## src/rtl/rxf_pkg.sv

```systemverilog
package rxf_pkg;
  typedef struct packed {
    logic [7:0] data;
    logic       parErr;
    logic       frmErr;
    logic       brk;
  } rxEntry_t;

  // strobe bundle handed from the control FSM to the queue datapath
  typedef struct packed {
    logic     push;
    rxEntry_t entry;
  } rxStrobe_t;

  typedef enum logic [2:0] {
    S_HUNT, S_START, S_DATA, S_PAR, S_STOP, S_WAITHI
  } rxState_t;
endpackage

```

## src/rtl/rxf_ctrl.sv

```systemverilog
module rxf_ctrl
  import rxf_pkg::*;
#(
  parameter int DIV_W = 16
) (
  input  logic             clk,
  input  logic             rstN,
  input  logic [DIV_W-1:0] divisor,
  input  logic [1:0]       wordLen,
  input  logic             parityEn,
  input  logic             parityOdd,
  input  logic             rxLine,
  input  logic             fifoEmpty,
  output rxStrobe_t        strobe,
  output logic             lineIdle
);
  localparam int TICK_LOG = 4;                 // 16 ticks per bit
  localparam int FRAME_W  = 4;                 // up to 11 bits per frame
  localparam int IDLE_W   = FRAME_W + TICK_LOG + 2;
  localparam logic [TICK_LOG-1:0] MID  = TICK_LOG'((1 << TICK_LOG) / 2 - 1);
  localparam logic [TICK_LOG-1:0] LAST = '1;

  logic             rxMeta, rxSync;
  logic [DIV_W-1:0] divCnt, divLast;
  logic             tick;
  rxState_t         state;
  logic [TICK_LOG-1:0] subCnt;
  logic [2:0]       bitCnt, lastBit;
  logic [7:0]       shiftReg, alignedData;
  logic [1:0]       shamt;
  logic             parBit, brkCond, parMismatch, startEdge;
  logic [FRAME_W-1:0] frameBits;
  logic [IDLE_W-1:0]  idleCnt, idleThresh;

  always_ff @(posedge clk) begin
    if (!rstN) begin
      rxMeta <= 1'b1;
      rxSync <= 1'b1;
    end else begin
      rxMeta <= rxLine;
      rxSync <= rxMeta;
    end
  end

  assign divLast = (divisor == '0) ? DIV_W'(1) : divisor;
  assign tick    = (divCnt >= divLast - 1'b1);

  always_ff @(posedge clk) begin
    if (!rstN || tick) divCnt <= '0;
    else               divCnt <= divCnt + 1'b1;
  end

  assign lastBit     = 3'd4 + {1'b0, wordLen};
  assign shamt       = 2'd3 - wordLen;
  assign alignedData = shiftReg >> shamt;
  assign parMismatch = parityEn & (^alignedData ^ parBit ^ parityOdd);
  assign brkCond     = !rxSync && (alignedData == 8'd0) && (!parityEn || !parBit);
  assign startEdge   = (state == S_HUNT) && tick && !rxSync;

  always_ff @(posedge clk) begin
    if (!rstN) begin
      state    <= S_HUNT;
      subCnt   <= '0;
      bitCnt   <= '0;
      shiftReg <= '0;
      parBit   <= 1'b0;
      strobe   <= '0;
    end else begin
      strobe.push <= 1'b0;
      unique case (state)
        S_HUNT: if (startEdge) begin
          state  <= S_START;
          subCnt <= '0;
        end
        S_START: if (tick) begin
          if (subCnt == MID) begin
            subCnt <= '0;
            bitCnt <= '0;
            state  <= rxSync ? S_HUNT : S_DATA;
          end else subCnt <= subCnt + 1'b1;
        end
        S_DATA: if (tick) begin
          subCnt <= subCnt + 1'b1;
          if (subCnt == LAST) begin
            shiftReg <= {rxSync, shiftReg[7:1]};
            if (bitCnt == lastBit) state <= parityEn ? S_PAR : S_STOP;
            else                   bitCnt <= bitCnt + 1'b1;
          end
        end
        S_PAR: if (tick) begin
          subCnt <= subCnt + 1'b1;
          if (subCnt == LAST) begin
            parBit <= rxSync;
            state  <= S_STOP;
          end
        end
        S_STOP: if (tick) begin
          subCnt <= subCnt + 1'b1;
          if (subCnt == LAST) begin
            strobe.push         <= 1'b1;
            strobe.entry.data   <= alignedData;
            strobe.entry.brk    <= brkCond;
            strobe.entry.frmErr <= !rxSync;
            strobe.entry.parErr <= brkCond ? 1'b0 : parMismatch;
            state               <= rxSync ? S_HUNT : S_WAITHI;
          end
        end
        S_WAITHI: if (rxSync) state <= S_HUNT;
        default: state <= S_HUNT;
      endcase
    end
  end

  // idle timeout: four frames of 16 ticks each = frameBits * 64 ticks
  assign frameBits  = FRAME_W'(7) + {2'b00, wordLen} + {3'b000, parityEn};
  assign idleThresh = {frameBits, 6'b0};

  always_ff @(posedge clk) begin
    if (!rstN || startEdge)              idleCnt <= '0;
    else if (tick && idleCnt < idleThresh) idleCnt <= idleCnt + 1'b1;
  end

  assign lineIdle = (idleCnt >= idleThresh) && !fifoEmpty;

  assert_start_low_R4: assert property (@(posedge clk) disable iff (!rstN)
    (state == S_DATA && $past(state) == S_START) |-> !$past(rxSync));
  assert_break_entry_R6: assert property (@(posedge clk) disable iff (!rstN)
    (strobe.push && strobe.entry.brk) |-> (strobe.entry.data == 8'd0 && strobe.entry.frmErr
                                           && !strobe.entry.parErr));
  assert_single_push_R6: assert property (@(posedge clk) disable iff (!rstN)
    strobe.push |=> !strobe.push);
  assert_wait_high_R5: assert property (@(posedge clk) disable iff (!rstN)
    (strobe.push && strobe.entry.frmErr) |-> state == S_WAITHI);
endmodule

```

## src/rtl/rxf_fifo.sv

```systemverilog
module rxf_fifo
  import rxf_pkg::*;
#(
  parameter int DEPTH = 64   // power of two
) (
  input  logic                   clk,
  input  logic                   rstN,
  input  rxStrobe_t              strobe,
  input  logic                   rdEn,
  input  logic [1:0]             trigSel,
  output rxEntry_t               head,
  output logic [$clog2(DEPTH):0] level,
  output logic                   empty,
  output logic                   trigReq,
  output logic                   overflow
);
  localparam int AW = $clog2(DEPTH);
  localparam int LW = AW + 1;
  localparam logic [LW-1:0] FULL_LVL = LW'(DEPTH);

  rxEntry_t        mem [DEPTH];
  logic [AW-1:0]   wrPtr, rdPtr;
  logic            full, pop, accept;
  logic [LW-1:0]   thresh;

  assign empty  = (level == '0);
  assign full   = (level == FULL_LVL);
  assign pop    = rdEn && !empty;
  assign accept = strobe.push && (!full || pop);
  assign head   = mem[rdPtr];

  always_ff @(posedge clk) begin
    if (accept) mem[wrPtr] <= strobe.entry;
  end

  always_ff @(posedge clk) begin
    if (!rstN) begin
      wrPtr    <= '0;
      rdPtr    <= '0;
      level    <= '0;
      overflow <= 1'b0;
    end else begin
      if (accept) wrPtr <= wrPtr + 1'b1;
      if (pop)    rdPtr <= rdPtr + 1'b1;
      unique case ({accept, pop})
        2'b10:   level <= level + 1'b1;
        2'b01:   level <= level - 1'b1;
        default: level <= level;
      endcase
      if (strobe.push && !accept) overflow <= 1'b1;
      else if (pop)               overflow <= 1'b0;
    end
  end

  always_comb begin
    unique case (trigSel)
      2'd0:    thresh = LW'(DEPTH / 8);
      2'd1:    thresh = LW'(DEPTH / 4);
      2'd2:    thresh = LW'(DEPTH - 8);
      default: thresh = LW'(DEPTH - 4);
    endcase
  end

  assign trigReq = (level >= thresh);

  assert_level_bound_R7: assert property (@(posedge clk) disable iff (!rstN)
    level <= FULL_LVL);
  assert_no_overflow_R8: assert property (@(posedge clk) disable iff (!rstN)
    (strobe.push && full && !rdEn) |=> level == $past(level));
  assert_ovf_rise_R8: assert property (@(posedge clk) disable iff (!rstN)
    $rose(overflow) |-> $past(level) == FULL_LVL);
  assert_trig_nonempty_R10: assert property (@(posedge clk) disable iff (!rstN)
    trigReq |-> !empty);
endmodule

```

## src/rtl/rx_line_fifo.sv

```systemverilog
module rx_line_fifo
  import rxf_pkg::*;
#(
  parameter int DIV_W = 16,
  parameter int DEPTH = 64
) (
  input  logic                   clk,
  input  logic                   rstN,
  input  logic [DIV_W-1:0]       divisor,
  input  logic [1:0]             wordLen,
  input  logic                   parityEn,
  input  logic                   parityOdd,
  input  logic [1:0]             trigSel,
  input  logic                   rxLine,
  input  logic                   rdEn,
  output logic [7:0]             rdData,
  output logic                   rdParErr,
  output logic                   rdFrmErr,
  output logic                   rdBreak,
  output logic [$clog2(DEPTH):0] level,
  output logic                   empty,
  output logic                   trigReq,
  output logic                   overflow,
  output logic                   lineIdle
);
  rxStrobe_t strobe;
  rxEntry_t  head;

  rxf_ctrl #(.DIV_W(DIV_W)) ctrlInst (
    .clk(clk), .rstN(rstN), .divisor(divisor), .wordLen(wordLen),
    .parityEn(parityEn), .parityOdd(parityOdd), .rxLine(rxLine),
    .fifoEmpty(empty), .strobe(strobe), .lineIdle(lineIdle)
  );

  rxf_fifo #(.DEPTH(DEPTH)) fifoInst (
    .clk(clk), .rstN(rstN), .strobe(strobe), .rdEn(rdEn), .trigSel(trigSel),
    .head(head), .level(level), .empty(empty), .trigReq(trigReq),
    .overflow(overflow)
  );

  assign rdData   = head.data;
  assign rdParErr = head.parErr;
  assign rdFrmErr = head.frmErr;
  assign rdBreak  = head.brk;
endmodule

```

## config.mk

```make
export PLATFORM = sky130hd
export DESIGN_NAME = rx_line_fifo
export DESIGN_NICKNAME = d
export VERILOG_FILES = /design/src/rtl/rxf_pkg.sv /design/src/rtl/rxf_ctrl.sv /design/src/rtl/rxf_fifo.sv /design/src/rtl/rx_line_fifo.sv
export SDC_FILE = /design/constraint.sdc
export NUM_CORES = 1
export LEC_CHECK = 0
export BUFFER_PORTS_ARGS = -buffer_cell sky130_fd_sc_hd__buf_2
export CORE_MARGIN = 2
export CORE_UTILIZATION = 56
export DETAILED_ROUTE_END_ITERATION = 12
export PLACE_DENSITY_LB_ADDON = 0.15
export SYNTH_ARGS = -nofsm -noshare
export SYNTH_HDL_FRONTEND = slang
export SYNTH_SLANG_ARGS = --single-unit
```

## constraint.sdc

```tcl
create_clock -name clk -period 4.6 [get_ports clk]
set_input_delay 0.69 -clock clk [delete_from_list [all_inputs] [get_ports clk]]
set_output_delay 0.69 -clock clk [all_outputs]
set_load 0.005 [all_outputs]
```

### Word-level counts from Yosys, hierarchy flattened

Memory sizes are Yosys's and may differ from the RTL's. A register that Yosys moved wholly into a read port is not among the register bits.
Cells that the tools add are included.

| operators by class | value |
|---|---|
| reductions and logical operators | 38 |
| add/subtract/negate cells | 13 |
| order comparisons | 4 |
| bitwise gates (word level) | 3 |
| eq/ne operators | 26 |
| muxes and demuxes | 37 |
| shift-type cells | 1 |

Operator list:

| operator | count |
|---|---|
| $mux W3 | 18 |
| $ne A2 B1 Y1 const B | 12 |
| $pmux W3 S6 | 1 |
| $pmux W6 S3 | 1 |
| $add A16 B1 Y16 const B | 1 |
| $ge A16 B16 Y1 | 1 |
| $logic_not A16 Y1 | 1 |
| $mux W16 | 1 |
| $mux W4 | 4 |
| $sub A16 B1 Y16 const B | 1 |
| $pmux W7 S2 | 1 |
| $add A6 B1 Y6 const B | 2 |
| $mux W12 | 1 |
| $mux W6 | 2 |
| $pmux W4 S3 | 1 |
| $reduce_and A3 Y1 | 4 |
| $reduce_and A11 Y1 | 1 |
| $add A10 B1 Y10 const B | 1 |
| $ge A10 B10 Y1 | 1 |
| $lt A10 B10 Y1 | 1 |
| $logic_and A1 B1 Y1 | 9 |
| $logic_not A8 Y1 | 1 |
| $reduce_xor A8 Y1 | 1 |
| $shr A8 B2 Y8 | 1 |
| other kinds (34) | 54 |

| word-level totals | value |
|---|---|
| flip-flop bits (word level) | 79 |
| memories kept | 1 |
| logic and storage cells | 141 |
| bits in writable memories | 704 |
| bits of input ports | 26 |

Memories:

| name | depth | width | read ports | clocked after Yosys merged registers in | write ports | line | text |
|---|---|---|---|---|---|---|---|
| fifoInst.mem | 64 | 11 | 1 | 1 | 1 | rxf_fifo.sv:21 | `rxEntry_t mem [DEPTH];` |

### Longest topological paths before layout

| logic depth | value |
|---|---|
| depth in word-level cells | 8 |
| mapped depth | 17 |
| mapped depth without buffers | 15 |

### Cells and area by module

Synthesis repeated with hierarchy kept, for this count alone.

| unflattened totals | value |
|---|---|
| cells, all modules | 1,822 |
| area total of the unflattened synthesis | 32,001.9 um^2 |

Modules (own cells, without submodules):

| module | area an instance (um^2) | cells an instance | instances | sequential area each (um^2) |
|---|---|---|---|---|
| rxf_fifo | 28,287.1 | 1,376 | 1 | 21,660.8 |
| rxf_ctrl | 3,714.8 | 446 | 1 | 1,181.1 |

### Worst setup path after synthesis

No wires, ideal clock.

| path | value |
|---|---|
| path kind | input-to-reg |
| start point | input port divisor[9] |
| end point | register ctrlInst.state[0] |
| stages | 16 |
| data arrival time | 4,010 ps |
| path slack | 515 ps |
| cell sequence | or3_1 -> or3_1 -> nor2_1 -> a31oi_1 -> ha_1 -> nand2_1 -> nor3_1 -> xnor2_1 -> ha_1 -> nand2_1 -> or3_1 -> o221ai_1 -> a211oi_1 -> clkbuf_2 -> or4_1 -> a31oi_1 |

| between the ends | value |
|---|---|
| word-level cells in the longest chain between the ends | 8 |
| elaborated cells on any way between the ends | 12 |
| classes of those cells | add/sub (1); order compare (1); eq/ne (5); mux (1); reduce/logical (4) |

RTL lines:

| element | line | text |
|---|---|---|
| from (decl) | rx_line_fifo.sv:9 | `input logic [DIV_W-1:0] divisor,` |
| $logic_not A16 Y1 | rxf_ctrl.sv:45 | `assign divLast = (divisor == '0) ? DIV_W'(1) : divisor;` |
| $mux W16 (*) | rxf_ctrl.sv:45 |  |
| $sub A16 B1 Y16 (*) | rxf_ctrl.sv:46 | `assign tick = (divCnt >= divLast - 1'b1);` |
| $ge A16 B16 Y1 (*) | rxf_ctrl.sv:46 |  |
| $logic_and A1 B1 Y1 (2 in a row) | rxf_ctrl.sv:58 | `assign startEdge = (state == S_HUNT) && tick && !rxSync;` |
| $ne A2 B1 Y1 (no line) | -- |  |
| $reduce_and A11 Y1 (no line) (*) | -- |  |
| to (signal assigned) | rxf_ctrl.sv:79 | `state <= rxSync ? S_HUNT : S_DATA;` |
| to (signal assigned) | rxf_ctrl.sv:86 | `if (bitCnt == lastBit) state <= parityEn ? S_PAR : S_STOP;` |
| to (signal assigned) | rxf_ctrl.sv:105 | `state <= rxSync ? S_HUNT : S_WAITHI;` |
| to (decl) | rxf_ctrl.sv:26 | `rxState_t state;` |

Every way passes the cells marked *; elsewhere a longest branch is shown, timed or not.
A chain may end at the register's enable or synchronous reset.

==> impl_metrics.csv <==
group,metric,value,unit
run_status,status,"finished, final reports clean",
synth,synth-seq-cells,789,
sta,tightest_slew,1293,ps
sta,finalCritPeriodShare,0.9196,
routing,wirelength,67790,um
synth,syn-instance-count,1718,
worst_setup_path,cp_slowest_stage_delay,680,ps
pwr,p_per_area,438.6,mW/mm2
worst_setup_path,cp-endpoint,"rdFrmErr",
pwr,switching_share,0.2330,
global_route,overflow,0,
synth,synth-edff-count,704,
pwr,irDropWorstVdd,352.2,uV
global_route,grt_pass1_wl,102900,um
placed_design,hpwl,42020,um
routing,drtAntennaViolNets,0,
pwr,comb_power_share,0.111,
clocking,clockRootBuffer,"clkbuf_16",
cells_and_area,syn2layout_area_growth,12.54,%
sta,finalCriticalPeriod,4230,ps
die,fp.dieH,243.3,um
routing,drt-vias-per-instance,6.168,
synth,synth_top_area_frac,0.6592,
worst_setup_path,cp_max_fo,19,
synth,synthMuxAreaShare,0.1638,
worst_setup_path,path_buf_inv,2,
pwr,p_clk_frac,0.391,
sta,relSlewSlack,0.1382,
global_route,antenna_found_initial,2,
sta,hold_slack,266.8,ps
synth,synth_common_cells,"edfxtp_1, mux4_2, nor2_1, dfxtp_1, nand2_1",
pwr,leakage,13.41,nW
die,fp.dieW,243.3,um
sta,finalSetupViolCount,0,
sta,grt_setup_unrepaired,"false",
synth,synth_xor_area_frac,0.01147,
worst_setup_path,cp_top_family,"multiplexers",
worst_setup_path,worst_path_most_repeated_cell,"mux4_2",
run,max_cap_viol_count,0,
placed_design,gp_congestion,0.8308,
synth,ys_top_cells_by_area,"edfxtp_1, mux4_2, dfxtp_1",
die,die-area,0.05919,mm2
synth,ys_dominant_reg_cell,"edfxtp_1",
worst_setup_path,cp-start-kind,"register",
routing,vias,16402,
clocking,cts.sinks,789,
worst_hold_path,hp-class,"in2reg",
synth,synth_compound_area_frac,0.03172,
die,rows,87,
pwr,internal_power,0.01214,W
routing,first_pass_iters,5,
synth,seq_area_frac_synth,0.7123,
worst_setup_path,crit_arrival,3540,ps
synth,synth.most_common_cell,"edfxtp_1",
worst_setup_path,r2r-end,"fifoInst.level[6]",
global_route,grt_max_degree,66,
cells_and_area,fin_nets,1912,
synth,synthArstFlopShare,0,
sta,hold_violations,0,
routing,drtIter0Drc,1365,
global_route,grt_usage,0.2343,
clocking,cts_resized,0,
worst_setup_path,path_cells,"buf_4, mux4_2, mux4_2, a22oi_1, nand2_1, buf_2",
synth,synth_cell_types,61,
worst_setup_path,cp_data_required_time,3910,ps
synth,yosysTopAreaCell,"edfxtp_1",
clocking,clock_latency,620,ps
clocking,cts_tree,"yes",
synth,synth_top_family_by_area,"multiplexers",
placed_design,io_buffers,47,
worst_setup_path,worst_r2r_startpoint,"fifoInst.level[0]",
routing,avgRoutedWirePerCell,25.50,um
worst_setup_path,cpMaxStageDelayCell,"dfxtp_4",
die,ios,48,
synth,yosys.area_share.adder,0.01740,
clocking,ctsLongestPathBuffers,3,
placed_design,pre_cts_slack,-113.3,ps
worst_setup_path,critPathCaptureType,"primary output",
worst_setup_path,rrSetupSlack,1340,ps
sta,drv_slew,0,
clocking,clkTransAtPathRegs,60,ps
die,core,0.05650,mm2
synth,synthSimpleGateAreaFrac,0.04682,
clocking,cts_buffers,79,
global_route,grt_pass1_vias,16434,
routing,post-route-drc-count,0,
cells_and_area,fin_util,0.6388,
sta,fmax,236.4,MHz
clocking,cts_hold_buffers,0,
sta,fin_skew,28.36,ps
synth,synth_nets,1788,
cells_and_area,drive_gt1_frac,0.2592,
synth,ys_warn_count,0,
pwr,power_switching,0.003688,W
worst_setup_path,worstRegToRegCells,11,
die,floorplan.initialDensity,0.5676,
worst_setup_path,worst-path-stages,6,
worst_setup_path,path_class,"reg2out",
synth,avgSynthCellArea,18.67,um2
synth,syn-cell-area,0.03207,mm2
sta,fin_ws,370.1,ps
clocking,ctsHtreeMaxLevel,3,
pwr,seqPwrFrac,0.498,
clocking,post-cts-setup-buffers,0,
[worst min-delay path by stage]
stage                    startpoint         endpoint  slack (ps)  cells past startpoint
finish                       rxLine  ctrlInst.rxMeta         270                      2
detailed placement  ctrlInst.rxMeta  ctrlInst.rxSync         400                      1
floorplan           ctrlInst.rxMeta  ctrlInst.rxSync         390                      1
CTS                          rxLine  ctrlInst.rxMeta         230                      2
global placement    ctrlInst.rxMeta  ctrlInst.rxSync         410                      1
global route                 rxLine  ctrlInst.rxMeta         260                      2
[cell families (layout without fill, tap and decap cells)]
| kind of cell | count (synthesis) | in the layout |
|---|---|---|
| and+or+nand+nor | 329 | 329 |
| AOI/OAI and AO/OA | 149 | 149 |
| xor gates and xnor gates | 42 | 42 |
| other | 0 | 1 |
| adders and majority gates | 44 | 44 |
| DFF | 789 | 789 |
| muxes | 249 | 249 |
| buffers and inverters | 116 | 300 |
[power by group through the flow]
stage / clock, W / combinational [W] / sequential (W)
final: 0.00618 / 0.00176 / 0.00789
after global routing: 0.00658 / 0.00194 / 0.00790
after CTS: 0.00631 / 0.00181 / 0.00789
after detailed placement: 0 / 0.00180 / 0.00804
after global placement: 0 / 0.00178 / 0.00804
after floorplan: 0 / 0.00149 / 0.00792
[layout make-up]
cell class | count | area, um2
Timing Repair Buffer | 129 | 963.4
Sequential cell | 789 | 22870
Multi-Input combinational cell | 813 | 8710
Antenna cell | 1 | 2.502
Tap cell | 756 | 945.9
Clock inverter | 37 | 334.1
Inverter | 30 | 112.6
Fill cell | 3855 | 20410
Clock buffer | 104 | 2152
[cell usage in the layout, fill, tap and decap left out, types with 9 or more instances in the layout]
cell	netlist	final
edfxtp_1	704	704
mux4_2	220	220
nor2_1	135	135
nand2_1	85	85
clkbuf_16	0	80
buf_4	3	73
dfxtp_1	85	70
buf_2	17	47
ha_1	43	43
a21oi_1	30	30
inv_1	28	28
xnor2_1	26	26
nand3_1	26	26
a22oi_1	24	24
mux2i_1	23	23
o21ai_0	21	21
clkbuf_1	49	18
xor2_1	16	16
clkinv_2	0	16
nor3_1	14	14
a31oi_1	12	12
o31ai_1	12	12
o311ai_0	12	12
dfxtp_2	0	12
nor2b_1	11	11
buf_12	0	9
[stage by stage]
| stage | total power (W) | area, um2 | TNS [ps] | cells |
|---|---|---|---|---|
| 4_1_cts | 0.01600 | 36090 | 0 | 2658 |
| 5_1_grt | 0.01642 | 36090 | 0 | 2658 |
| 3_5_place_dp | 0.009838 | 33600 | -1575 | 2517 |
| 6_report | 0.01583 | 36090 | 0 | 2659 |
| 3_3_place_gp | 0.009821 | 33600 | 0 | 2517 |
| 2_1_floorplan | 0.009414 | 32070 | 0 | 1718 |
[layer usage]
layer  routed length [um]  vias to the layer above  global-route usage  part of all wire
li1                     -                     7234                   -                 -
met2                32700                      512              0.3696              0.48
met4                 1543                        2             0.06965             0.023
met5                   13                        -                   0           0.00019
met3                 4639                       97             0.04362             0.068
met1                28900                     8557              0.3388              0.43
[state kept, by name, summed over array words and instances (netlist names), named ones only]
name and cells:
ctrlInst.bitCnt 3, ctrlInst.divCnt 16, ctrlInst.idleCnt 10, ctrlInst.parBit 1, ctrlInst.rxMeta 1, ctrlInst.rxSync 1
ctrlInst.shiftReg 8, ctrlInst.state 3, ctrlInst.strobe 12, ctrlInst.subCnt 4, fifoInst.level 7, fifoInst.mem 704
fifoInst.overflow 1, fifoInst.rdPtr 6, fifoInst.wrPtr 6
Note: power is estimated with default switching activity, not from simulation.
